==> config.mk <==
export PLATFORM = sky130hd
export DESIGN_NAME = boot_reset_seq
export DESIGN_NICKNAME = d
export VERILOG_FILES = /design/src/rtl/bootseq_pkg.sv /design/src/rtl/bootseq_ctrl.sv /design/src/rtl/bootseq_datapath.sv /design/src/rtl/boot_reset_seq.sv
export SDC_FILE = /design/constraint.sdc
export NUM_CORES = 1
export LEC_CHECK = 0
export ABC_CLOCK_PERIOD_IN_PS = 6700
export BUFFER_PORTS_ARGS = -buffer_cell sky130_fd_sc_hd__buf_2
export CAP_MARGIN = 20
export CORE_ASPECT_RATIO = 0.7
export CORE_MARGIN = 2
export CORE_UTILIZATION = 50
export CTS_CLUSTER_DIAMETER = 80
export DETAILED_ROUTE_END_ITERATION = 8
export PLACE_DENSITY = 0.79
export SETUP_SLACK_MARGIN = 0.1
export SLEW_MARGIN = 20
export SYNTH_ARGS = -nofsm -noshare
export SYNTH_HDL_FRONTEND = slang
export SYNTH_SLANG_ARGS = --single-unit
==> constraint.sdc <==
create_clock -name clk -period 6.7 [get_ports clk]
set_clock_uncertainty 0.15 [all_clocks]
set_input_delay 1.34 -clock clk [delete_from_list [all_inputs] [get_ports clk]]
set_output_delay 1.34 -clock clk [all_outputs]
set_load 0.01 [all_outputs]
==> src/rtl/bootseq_pkg.sv <==
package bootseq_pkg;

  typedef enum logic [1:0] {
    BOOT_WAIT_CFG,
    BOOT_COPY,
    BOOT_RUN,
    BOOT_FAULT
  } bootState_t;

  typedef enum logic [1:0] {
    RLD_IDLE,
    RLD_LOAD,
    RLD_WAIT_DONE
  } reloadState_t;

  // strobes from control to datapath
  typedef struct packed {
    logic startCopy;
    logic copyEn;
    logic timerEn;
    logic acceptEn;
    logic startReload;
  } seqCtl_t;

  // status from datapath to control
  typedef struct packed {
    logic copyFinish;
    logic timeout;
    logic byteLast;
    logic doneBRise;
  } seqStat_t;

endpackage

==> src/rtl/bootseq_ctrl.sv <==
module bootseq_ctrl
  import bootseq_pkg::*;
(
  input  logic     clk,
  input  logic     rstN,
  input  logic     devDoneA,
  input  logic     devDoneB,
  input  logic     cfgStart,
  input  seqStat_t stat,
  output seqCtl_t  ctl,
  output logic     cpuRelease,
  output logic     bootError,
  output logic     cfgBusy,
  output logic     cfgDone
);

  bootState_t   bootState, bootNext;
  reloadState_t rldState, rldNext;
  logic         bothDone;
  logic         doneQ;

  assign bothDone = devDoneA && devDoneB;

  always_comb begin
    bootNext = bootState;
    unique case (bootState)
      BOOT_WAIT_CFG: begin
        if (bothDone)          bootNext = BOOT_COPY;
        else if (stat.timeout) bootNext = BOOT_FAULT;
      end
      BOOT_COPY:  if (stat.copyFinish) bootNext = BOOT_RUN;
      BOOT_RUN:   bootNext = BOOT_RUN;
      BOOT_FAULT: bootNext = BOOT_FAULT;
      default:    bootNext = BOOT_FAULT;
    endcase
  end

  always_comb begin
    rldNext = rldState;
    unique case (rldState)
      RLD_IDLE:      if (bootState == BOOT_RUN && cfgStart) rldNext = RLD_LOAD;
      RLD_LOAD:      if (stat.byteLast) rldNext = RLD_WAIT_DONE;
      RLD_WAIT_DONE: if (stat.doneBRise) rldNext = RLD_IDLE;
      default:       rldNext = RLD_IDLE;
    endcase
  end

  always_comb begin
    ctl.startCopy   = (bootState == BOOT_WAIT_CFG) && bothDone;
    ctl.copyEn      = (bootState == BOOT_COPY);
    ctl.timerEn     = (bootState == BOOT_WAIT_CFG);
    ctl.acceptEn    = (rldState == RLD_LOAD);
    ctl.startReload = (rldState == RLD_IDLE) && (bootState == BOOT_RUN) && cfgStart;
  end

  always_ff @(posedge clk or negedge rstN) begin
    if (!rstN) begin
      bootState <= BOOT_WAIT_CFG;
      rldState  <= RLD_IDLE;
      doneQ     <= 1'b0;
    end else begin
      bootState <= bootNext;
      rldState  <= rldNext;
      if (ctl.startReload)
        doneQ <= 1'b0;
      else if (rldState == RLD_WAIT_DONE && stat.doneBRise)
        doneQ <= 1'b1;
    end
  end

  assign cpuRelease = (bootState == BOOT_RUN);
  assign bootError  = (bootState == BOOT_FAULT);
  assign cfgBusy    = (rldState != RLD_IDLE);
  assign cfgDone    = doneQ;

endmodule

==> src/rtl/bootseq_datapath.sv <==
module bootseq_datapath
  import bootseq_pkg::*;
#(
  parameter int ROM_AW         = 8,
  parameter int MEM_AW         = 12,
  parameter int DATA_W         = 16,
  parameter int TIMEOUT_CYCLES = 1000
) (
  input  logic              clk,
  input  logic              rstN,
  input  seqCtl_t           ctl,
  output seqStat_t          stat,
  input  logic              devDoneB,
  input  logic [MEM_AW-1:0] copyBase,
  input  logic [ROM_AW:0]   copyWords,
  output logic [ROM_AW-1:0] romAddr,
  output logic              romRdEn,
  input  logic [DATA_W-1:0] romData,
  output logic              memWrEn,
  output logic [MEM_AW-1:0] memAddr,
  output logic [DATA_W-1:0] memWrData,
  input  logic              cfgValid,
  input  logic [7:0]        cfgByte,
  input  logic              cfgLast,
  output logic              cfgReady,
  output logic              cfgPortInit,
  output logic [7:0]        cfgPortData,
  output logic              cfgPortStrobe
);

  localparam int CNT_W = ROM_AW + 1;
  localparam int TMR_W = $clog2(TIMEOUT_CYCLES + 1);

  logic [CNT_W-1:0]  rdIdx, wordCnt;
  logic [MEM_AW-1:0] baseQ;
  logic [ROM_AW-1:0] wrOff;
  logic              issue, issueQ;
  logic [TMR_W-1:0]  tmr;
  logic              prevDoneB;
  logic              accept;

  assign issue  = ctl.copyEn && (rdIdx < wordCnt);
  assign accept = cfgValid && ctl.acceptEn;

  // copy engine: read stage then write stage
  always_ff @(posedge clk or negedge rstN) begin
    if (!rstN) begin
      rdIdx   <= '0;
      wordCnt <= '0;
      baseQ   <= '0;
      wrOff   <= '0;
      issueQ  <= 1'b0;
    end else if (ctl.startCopy) begin
      rdIdx   <= '0;
      wordCnt <= copyWords;
      baseQ   <= copyBase;
      issueQ  <= 1'b0;
    end else begin
      issueQ <= issue;
      if (issue) begin
        rdIdx <= rdIdx + CNT_W'(1);
        wrOff <= rdIdx[ROM_AW-1:0];
      end
    end
  end

  // configuration timeout timer
  always_ff @(posedge clk or negedge rstN) begin
    if (!rstN)            tmr <= '0;
    else if (ctl.timerEn) tmr <= tmr + TMR_W'(1);
  end

  // reload byte forwarding
  always_ff @(posedge clk or negedge rstN) begin
    if (!rstN) begin
      cfgPortData   <= '0;
      cfgPortStrobe <= 1'b0;
      cfgPortInit   <= 1'b0;
      prevDoneB     <= 1'b0;
    end else begin
      cfgPortStrobe <= accept;
      if (accept) cfgPortData <= cfgByte;
      cfgPortInit <= ctl.startReload;
      prevDoneB   <= devDoneB;
    end
  end

  assign romAddr   = rdIdx[ROM_AW-1:0];
  assign romRdEn   = issue;
  assign memWrEn   = issueQ;
  assign memAddr   = baseQ + MEM_AW'(wrOff);
  assign memWrData = romData;
  assign cfgReady  = ctl.acceptEn;

  always_comb begin
    stat.copyFinish = ctl.copyEn && !issue && !issueQ;
    stat.timeout    = ctl.timerEn && (tmr == TMR_W'(TIMEOUT_CYCLES - 1));
    stat.byteLast   = accept && cfgLast;
    stat.doneBRise  = devDoneB && !prevDoneB;
  end

endmodule

==> src/rtl/boot_reset_seq.sv <==
module boot_reset_seq
  import bootseq_pkg::*;
#(
  parameter int ROM_AW         = 8,
  parameter int MEM_AW         = 12,
  parameter int DATA_W         = 16,
  parameter int TIMEOUT_CYCLES = 1000
) (
  input  logic              clk,
  input  logic              rstN,
  input  logic              devDoneA,
  input  logic              devDoneB,
  input  logic [MEM_AW-1:0] copyBase,
  input  logic [ROM_AW:0]   copyWords,
  output logic [ROM_AW-1:0] romAddr,
  output logic              romRdEn,
  input  logic [DATA_W-1:0] romData,
  output logic              memWrEn,
  output logic [MEM_AW-1:0] memAddr,
  output logic [DATA_W-1:0] memWrData,
  output logic              cpuRelease,
  output logic              bootError,
  input  logic              cfgStart,
  input  logic              cfgValid,
  input  logic [7:0]        cfgByte,
  input  logic              cfgLast,
  output logic              cfgReady,
  output logic              cfgBusy,
  output logic              cfgDone,
  output logic              cfgPortInit,
  output logic [7:0]        cfgPortData,
  output logic              cfgPortStrobe
);

  seqCtl_t  ctl;
  seqStat_t stat;

  bootseq_ctrl u_ctrl (
    .clk        (clk),
    .rstN       (rstN),
    .devDoneA   (devDoneA),
    .devDoneB   (devDoneB),
    .cfgStart   (cfgStart),
    .stat       (stat),
    .ctl        (ctl),
    .cpuRelease (cpuRelease),
    .bootError  (bootError),
    .cfgBusy    (cfgBusy),
    .cfgDone    (cfgDone)
  );

  bootseq_datapath #(
    .ROM_AW         (ROM_AW),
    .MEM_AW         (MEM_AW),
    .DATA_W         (DATA_W),
    .TIMEOUT_CYCLES (TIMEOUT_CYCLES)
  ) u_dp (
    .clk           (clk),
    .rstN          (rstN),
    .ctl           (ctl),
    .stat          (stat),
    .devDoneB      (devDoneB),
    .copyBase      (copyBase),
    .copyWords     (copyWords),
    .romAddr       (romAddr),
    .romRdEn       (romRdEn),
    .romData       (romData),
    .memWrEn       (memWrEn),
    .memAddr       (memAddr),
    .memWrData     (memWrData),
    .cfgValid      (cfgValid),
    .cfgByte       (cfgByte),
    .cfgLast       (cfgLast),
    .cfgReady      (cfgReady),
    .cfgPortInit   (cfgPortInit),
    .cfgPortData   (cfgPortData),
    .cfgPortStrobe (cfgPortStrobe)
  );

endmodule

* After elaboration in Yosys (flattened, before gate mapping) *
Cells that the tools add are included.

cells by class
  add/subtract/negate cells = 3
  magnitude comparators = 1
  equality and inequality tests = 11
  mux-type cells = 13
  bitwise gates (word level) = 1
  reduce and logical (&&, ||, !) cells = 24

operators by type and width
  cell                   number
  $mux 9                 2
  $logic_and 1x1->1      13
  $add 12x8->12          1
  $mux 2                 6
  $add 10x1->10 const B  1
  $eq 10x10->1 const B   1
  $add 9x1->9 const B    1
  $lt 9x9->1             1
  $pmux 2 s4             1
  $eq 2x2->1 const B     3
  $ne 2x1->1 const B     3
  $pmux 2 s3             1
  $reduce_bool 2->1      3
  $eq 2x1->1 const B     2
  $logic_not 2->1        2
  $reduce_and 2->1       2
  $logic_not 1->1        3
  $mux 1                 3
  $ne 3x3->1 const B     1
  $reduce_and 3->1       1
  $ne 2x2->1 const B     1
  $not 1->1              1

storage, ports and cells
  register bits after elaboration = 65
  output and inout port bits = 53
  logic and storage cells = 66

* Depth between registers and ports, before layout *
Gate-level depths: netlist (run 1).

  depth after elaboration = 7
  gate-level depth with buffers = 9
  depth with buffers taken out = 9

* Cells and area by module *
A second synthesis (run 1) with hierarchy kept.

unflattened totals
  cell total of the unflattened synthesis = 325
  area total of the unflattened synthesis = 3599.7 um^2

by module, submodules not included
  module            instances  cells each  area an instance (um^2)
  bootseq_datapath  1          291         3245.6
  bootseq_ctrl      1          34          354.1

* Worst setup path after synthesis (run 1) *
No wires, ideal clock.

  path type = reg-to-output
  start = register u_dp.wrOff[0]
  end = output port memAddr[10]
  arrival time = 2.073 ns
  setup slack = 3.137 ns
  cell stages (with the launch flop) = 9
  path through = dfrtp_1 ha_1 fa_1 a211oi_1 nor2_1 o21a_1 o21a_1 o221a_2 xor2_1

between the ends
  longest elaborated chain between the ends = 1

ends and longest elaborated chain
  what                      line                    source
  start: declaration        bootseq_datapath.sv:36  logic [ROM_AW-1:0] wrOff;
  start signal: assignment  bootseq_datapath.sv:62  wrOff <= rdIdx[ROM_AW-1:0];
  $add 12x8->12             bootseq_datapath.sv:91  assign memAddr = baseQ + MEM_AW'(wrOff);
  end: declaration          boot_reset_seq.sv:19    output logic [MEM_AW-1:0] memAddr,

Every way passes these cells.

* Worst setup path after layout (run 1) *
Ends and elaborated chain as after synthesis.

==> metrics, run 1 <==
outcome=complete, no violations; Worst Path Max Fanout=3; Skew-Pair Late Insertion Delay=0.35 ns; setup TNS=0 ns; Post-synth ARST share=100%; DR vias=2580; Avg Inst Size Synth=10.1 µm²; Detailed Routing Iterations Pass 1=4; Boundary Pins=105; largest net degree at the start of global routing=66; Final Hold Viols=0; Slew Limit Headroom=46.1%; Net Count, Synth=419; share of cells above drive strength 1=28.6%; nets@finish=473; Routed Antenna Nets=0; sequential area share after synthesis=47.1%; Setup Buffers After CTS=0; Final GP Congestion=0.821; Initial Util=51.3%; detailed-route wire length=7.00 mm; final setup fails=0; Pins Over Slew Limit=0; CP Capture Type=primary output; Area Overhead vs Synth=15.8%; Post-CTS Hold Buffers=0; first-pass GRT wire length=11.6 mm; Worst-Margin Slew=0.808 ns; antenna violations before repair=0; Max Buffers Root-to-Sink=2; vias in the first global route=2457; CP Launch Point=u_dp.wrOff[0]; Die Y-Extent=73.5 µm; MaxCap Viol Count=0; Avg WL per Cell=14.1 µm; Peak Freq=0.242 GHz; count of cell types in the netlist=45; VDD IR-drop max=0.000136 V; hold slack=0.331 ns; core area=6730 µm²; synthesized area=3450 µm²; CP max stage delay=0.43 ns; TritonCTS clock tree=built; Post-CTS Resized=0; hold_sp=u_dp.tmr[9]; Ys Warns=0; IO Port Bufs=72; die span in x=103 µm; Startpoint Class=flop; crit path max-delay cell type=fa_1; worst flop-to-flop path startpoint=u_dp.rdIdx[6]; full die area=7600 µm²; clock transition at the registers of the reported paths=0.07 ns; crit-path cells=ha_1, fa_1, a211oi_1, nor2_1, o21a_1, o21a_1, o221a_2, xor2_1, buf_2; Primary FF master, synth=dfrtp_1; min cycle time layout=4.14 ns; DP HPWL=5.11 mm; Overflow after GRT=0; RSZ-0062 raised after global routing=no; H-Tree Depth=3; worst path required time=5.21 ns; Num CTS Buffers=9; GRT Resource Usage Total=20.1%; DRC errors left=0; Worst Setup Path Type=reg -> out; CP arrival=2.65 ns; Leak Pwr=2.20 nW; num rows=25; Root Buffer=clkbuf_8; total power per unit cell area=215 nW/µm²; Gate Count Post-Synth=343; most numerous cell on the critical path=o21a_1; clock sink count=65; Post-synth EDFFs=0; fraction of the cycle the final worst path needs=61.7%; Synth Register Bits=65; drt via density=5.20; Hold Path Class=reg -> reg; Starting DRT DRC Count=183; ANT cells=0
-- sequential cells by signal, indices dropped and copies added (netlist names), 2 cells and up --
signal and count:
u_ctrl.rldState 2, u_ctrl.bootState 2, u_dp.rdIdx 9, u_dp.tmr 10, u_dp.baseQ 12, u_dp.wrOff 8
u_dp.wordCnt 9, u_dp.cfgPortData 8
-- cells in the final DEF (no fill, tap or decap), types with 3 or more instances in the layout --
| master | n |
|---|---|
| nand2_1 | 72 |
| buf_2 | 72 |
| dfrtp_1 | 65 |
| ha_1 | 23 |
| inv_1 | 17 |
| mux2_2 | 17 |
| o21ai_0 | 16 |
| nor2_1 | 14 |
| xnor2_1 | 11 |
| nand3_1 | 10 |
| clkbuf_8 | 9 |
| a21oi_1 | 7 |
| xor2_1 | 7 |
| o21a_1 | 6 |
| nand2b_1 | 4 |
| bufinv_16 | 4 |
| a211oi_1 | 3 |
| o211ai_1 | 3 |
| or4_1 | 3 |
| nand4_1 | 3 |
-- through the flow --
stage	instance area (µm²)	power [mW]	instances	util (%)	worst slack (ns)
3_3_place_gp	3730	0.423	480	55.5	3.00
5_1_grt	4000	0.886	496	59.4	2.42
4_1_cts	4000	0.865	496	59.4	2.57
2_1_floorplan	3450	0.413	343	-	3.14
6_report	4000	0.858	496	59.4	2.56
3_5_place_dp	3730	0.424	480	55.5	2.96
-- synthesized netlist by cell type, types with 2 or more instances --
cell / n / area share (%)
o211ai_1: 3 / 0.65
o21ai_0: 16 / 2.3
xor2_1: 7 / 1.8
a211oi_1: 3 / 0.65
nor4_1: 2 / 0.36
nand2_1: 72 / 7.8
nand3_1: 10 / 1.4
nand2b_1: 4 / 0.72
xnor2_1: 11 / 2.8
and3_1: 2 / 0.36
clkbuf_1: 6 / 0.65
buf_4: 24 / 5.2
mux2_2: 17 / 5.5
inv_1: 17 / 1.8
and2_1: 2 / 0.36
nor2b_1: 2 / 0.36
or3_1: 2 / 0.36
nor2_4: 2 / 0.65
or4_1: 3 / 0.65
nand4_1: 3 / 0.54
nor2_1: 14 / 1.5
a21oi_1: 7 / 1.0
dfrtp_1: 65 / 47
ha_1: 23 / 8.3
o21a_1: 6 / 1.3
-- critical path: cells and delay by family, from the launching register on --
family | cells | cell delay [ns]
adders and majority gates | 2 | 0.66
xor gates and xnor gates | 1 | 0.13
DFF | 1 | 0.40
buffers and inverters | 1 | 0.14
and+or+nand+nor | 1 | 0.10
AOI/OAI and AO/OA | 4 | 0.87
-- cell families (layout without fill, tap and decap cells) --
group	Yosys count	in the layout	share of synthesized area [%]
adders and majority gates	24	24	8.92
DFF	65	65	47.1
muxes	19	19	6.16
xor gates and xnor gates	18	18	4.57
and+or+nand+nor	122	122	16.2
buffers and inverters	49	108	8.15
AOI/OAI and AO/OA	46	46	8.88
-- where the power goes --
group / total [mW] / leakage (nW) / switching, mW / internal, mW
clock network: 0.443 / 0.133 / 0.158 / 0.285
registers: 0.394 / 0.810 / 0.000540 / 0.393
logic: 0.0213 / 1.25 / 0.0121 / 0.00914
total: 0.858 / 2.20 / 0.170 / 0.688
-- layout make-up --
| class | count | area (µm²) |
|---|---|---|
| Inverter | 18 | 67.6 |
| Tap cell | 94 | 118 |
| Sequential cell | 65 | 1630 |
| Clock inverter | 7 | 143 |
| Multi-Input combinational cell | 229 | 1540 |
| Clock buffer | 9 | 124 |
| Timing Repair Buffer | 74 | 375 |
| Fill cell | 567 | 2730 |
-- metal layers --
| layer | GRT usage (%) | routed length, µm | vias up |
|---|---|---|---|
| met5 | 0 | 0 | - |
| met4 | 5.41 | 63 | 0 |
| met3 | 7.90 | 586 | 8 |
| met2 | 30.4 | 3110 | 91 |
| met1 | 27.2 | 3240 | 1241 |
| li1 | - | - | 1240 |
-- path summary, 6_finish.rpt --
kind	depth (start not counted)	slack [ns]	to
setup / recovery	9	2.56	memAddr[10]
max in group asynchronous	2	4.86	u_dp.baseQ[4]
setup reg to reg	8	3.99	u_ctrl.bootState[1]
hold reg to reg	1	0.33	u_dp.tmr[9]
hold / removal	1	0.33	u_dp.tmr[9]
min in group asynchronous	2	1.00	u_dp.wordCnt[4]
Power figures use the tool's default switching activity.
==> run 2: changes to the inputs <==
--- a/config.mk
+++ b/config.mk
@@ -5,15 +5,15 @@
 export SDC_FILE = /design/constraint.sdc
 export NUM_CORES = 1
 export LEC_CHECK = 0
-export ABC_CLOCK_PERIOD_IN_PS = 6700
+export ABC_CLOCK_PERIOD_IN_PS = 3400
 export BUFFER_PORTS_ARGS = -buffer_cell sky130_fd_sc_hd__buf_2
 export CAP_MARGIN = 20
 export CORE_ASPECT_RATIO = 0.7
 export CORE_MARGIN = 2
-export CORE_UTILIZATION = 50
+export CORE_UTILIZATION = 47
 export CTS_CLUSTER_DIAMETER = 80
 export DETAILED_ROUTE_END_ITERATION = 8
-export PLACE_DENSITY = 0.79
+export PLACE_DENSITY = 0.78
 export SETUP_SLACK_MARGIN = 0.1
 export SLEW_MARGIN = 20
 export SYNTH_ARGS = -nofsm -noshare
==> constraint.sdc (replaced) <==
create_clock -name clk -period 3.4 [get_ports clk]
set_clock_uncertainty 0.15 [all_clocks]
set_input_delay 0.68 -clock clk [delete_from_list [all_inputs] [get_ports clk]]
set_output_delay 0.68 -clock clk [all_outputs]
set_load 0.01 [all_outputs]
==> run 2 against run 1 <==
  * Register-to-register slack worse by 3.2 ns
  * Cell count up 1.2%
  * Sequential power up 97%
  * Global-route usage down 1.1 points
  * Highest routed layer unchanged
  * Critical path depth unchanged
  * Design area down 0.25%
  * Sequential share of layout area up 0.10 points
  * Worst setup slack worse by 2.5 ns
  * Critical endpoint unchanged
==> metrics, run 2 (synthesis gave the netlist of run 1 again) <==
Post-CTS Hold Buffers=0; DRC errors left=0; Num CTS Buffers=9; fill count=676; top flop regs=u_dp.baseQ: 12 flops, u_dp.tmr: 10 flops; Overflow after GRT=0; CP bufs+invs=1; Peak Freq=0.300 GHz; H-Tree Depth=3; Avg WL per Cell=13.8 µm; DR vias=2520; Final Hold Viols=0; Worst Setup Path Type=reg -> out; Clk network pwr share=45.7%; Routed Antenna Nets=0; GRT Resource Usage Total=19.0%; clock sink count=65; crit-path cells=ha_2, fa_2, a211oi_2, nor2_1, o21a_1, o21a_1, o221a_2, xor2_1, buf_2; crit path max-delay cell type=dfrtp_1; setup TNS=0 ns; full die area=8060 µm²; Root Buffer=clkbuf_8; Tot Pwr=1.51 mW; Final GP Congestion=0.782; Slew Limit Headroom=44.2%; Starting DRT DRC Count=188; Largest register FFs=12; antenna violations before repair=0; vias in the first global route=2532; CP max stage delay=0.39 ns; final setup fails=0; worst path required time=2.57 ns; Boundary Pins=105; Pins Over Slew Limit=0; switching pwr=0.333 mW; CP arrival=2.50 ns; Worst Path Max Fanout=2; Largest delay share family, worst path=compound AO/OA/AOI/OAI gates; Reg power frac=51.4%; Die Y-Extent=75.7 µm; Largest Register=u_dp.baseQ; Hold Path Class=in -> async; Max Buffers Root-to-Sink=2; area of the multi-input gates=1550 µm²; IO Port Bufs=72; share of cells above drive strength 1=29.7%; outcome=complete, no violations; largest net degree at the start of global routing=59; detailed-route wire length=6.93 mm; core area=7220 µm²; Initial Util=47.8%; combinational fraction of design power=2.9%; most numerous cell on the critical path=o21a_1; min cycle time layout=3.33 ns; Skew-Pair Late Insertion Delay=0.35 ns; first-pass GRT wire length=11.8 mm; clock transition at the registers of the reported paths=0.07 ns; DP HPWL=4.98 mm; Worst-Margin Slew=0.835 ns; ANT cells=0; FF+latch area=1630 µm²; Startpoint Class=flop; Detailed Routing Iterations Pass 1=4; final core utilization=55.2%; RSZ-0062 raised after global routing=yes; Area Overhead vs Synth=15.5%; internal power=1.18 mW; drt via density=5.02; nets@finish=475; TritonCTS clock tree=built; CP Capture Type=primary output; total power per unit cell area=379 nW/µm²; fraction of the cycle the final worst path needs=98.0%; MaxCap Viol Count=0; Leak Pwr=2.17 nW; die span in x=106 µm; num rows=26; most frequent cells in the layout=nand2_1, buf_2, dfrtp_1; VDD IR-drop max=0.000274 V; Sw Ratio=22.1%
## run 2: metrics by stage
| stage | hold WS (ns) | instances | instance area, µm² | setup slack (ns) |
|---|---|---|---|---|
| 3_5_place_dp | 0.308 | 484 | 3750 | 0.316 |
| 2_1_floorplan | 0.234 | 343 | 3450 | 0.497 |
| 3_3_place_gp | 0.306 | 484 | 3750 | 0.304 |
| 5_1_grt | 0.0251 | 502 | 3990 | -0.00943 |
| 6_report | 0.0272 | 502 | 3990 | 0.0666 |
| 4_1_cts | 0.0166 | 502 | 3990 | 0.0671 |
## run 2: timing repair
item                                    CTS  global route
endpoints found under the hold margin     0             0
setup buffers                             2             0
endpoints found under the setup margin    2             3
resized for setup                         3             1
pin swaps                                 2             1
## run 2: path summary, 6_finish.rpt
path / slack [ns] / cells past startpoint / endpoint / from
min in group clk: 0.32 / 1 / u_dp.tmr[8] / u_dp.tmr[8]
hold reg to reg: 0.32 / 1 / u_dp.tmr[8] / u_dp.tmr[8]
max in group asynchronous: 2.51 / 2 / u_dp.wrOff[3] / rstN
setup / recovery: 0.07 / 9 / memAddr[10] / u_dp.wrOff[0]
hold / removal: 0.03 / 1 / u_dp.wordCnt[6] / rstN
setup reg to reg: 0.77 / 8 / u_ctrl.bootState[1] / u_dp.rdIdx[6]
## run 2: area by class of cell
| type | instances | area share, % |
|---|---|---|
| Timing Repair Buffer | 76 | 10.1 |
| Sequential cell | 65 | 40.8 |
| Clock inverter | 5 | 1.57 |
| Multi-Input combinational cell | 229 | 39.0 |
| Inverter | 18 | 1.69 |
| Tap cell | 98 | 3.08 |
| Clock buffer | 11 | 3.80 |
## run 2: routing by layer
layer | share of wire (%) | up-vias | GRT usage [%]
met3 | 7.1 | 6 | 5.73
met1 | 49 | 1181 | 25.0
met4 | 0.72 | 0 | 6.49
met2 | 43 | 82 | 30.9
met5 | 0 | - | 0
li1 | - | 1251 | -
## run 2: power by group through the flow
stage,clock network (mW),registers [mW],logic [mW]
final,0.690,0.776,0.0439
after detailed placement,0,0.791,0.0455
after global routing,0.735,0.776,0.0502
after CTS,0.707,0.776,0.0458
after global placement,0,0.791,0.0444
after floorplan,0,0.792,0.0222
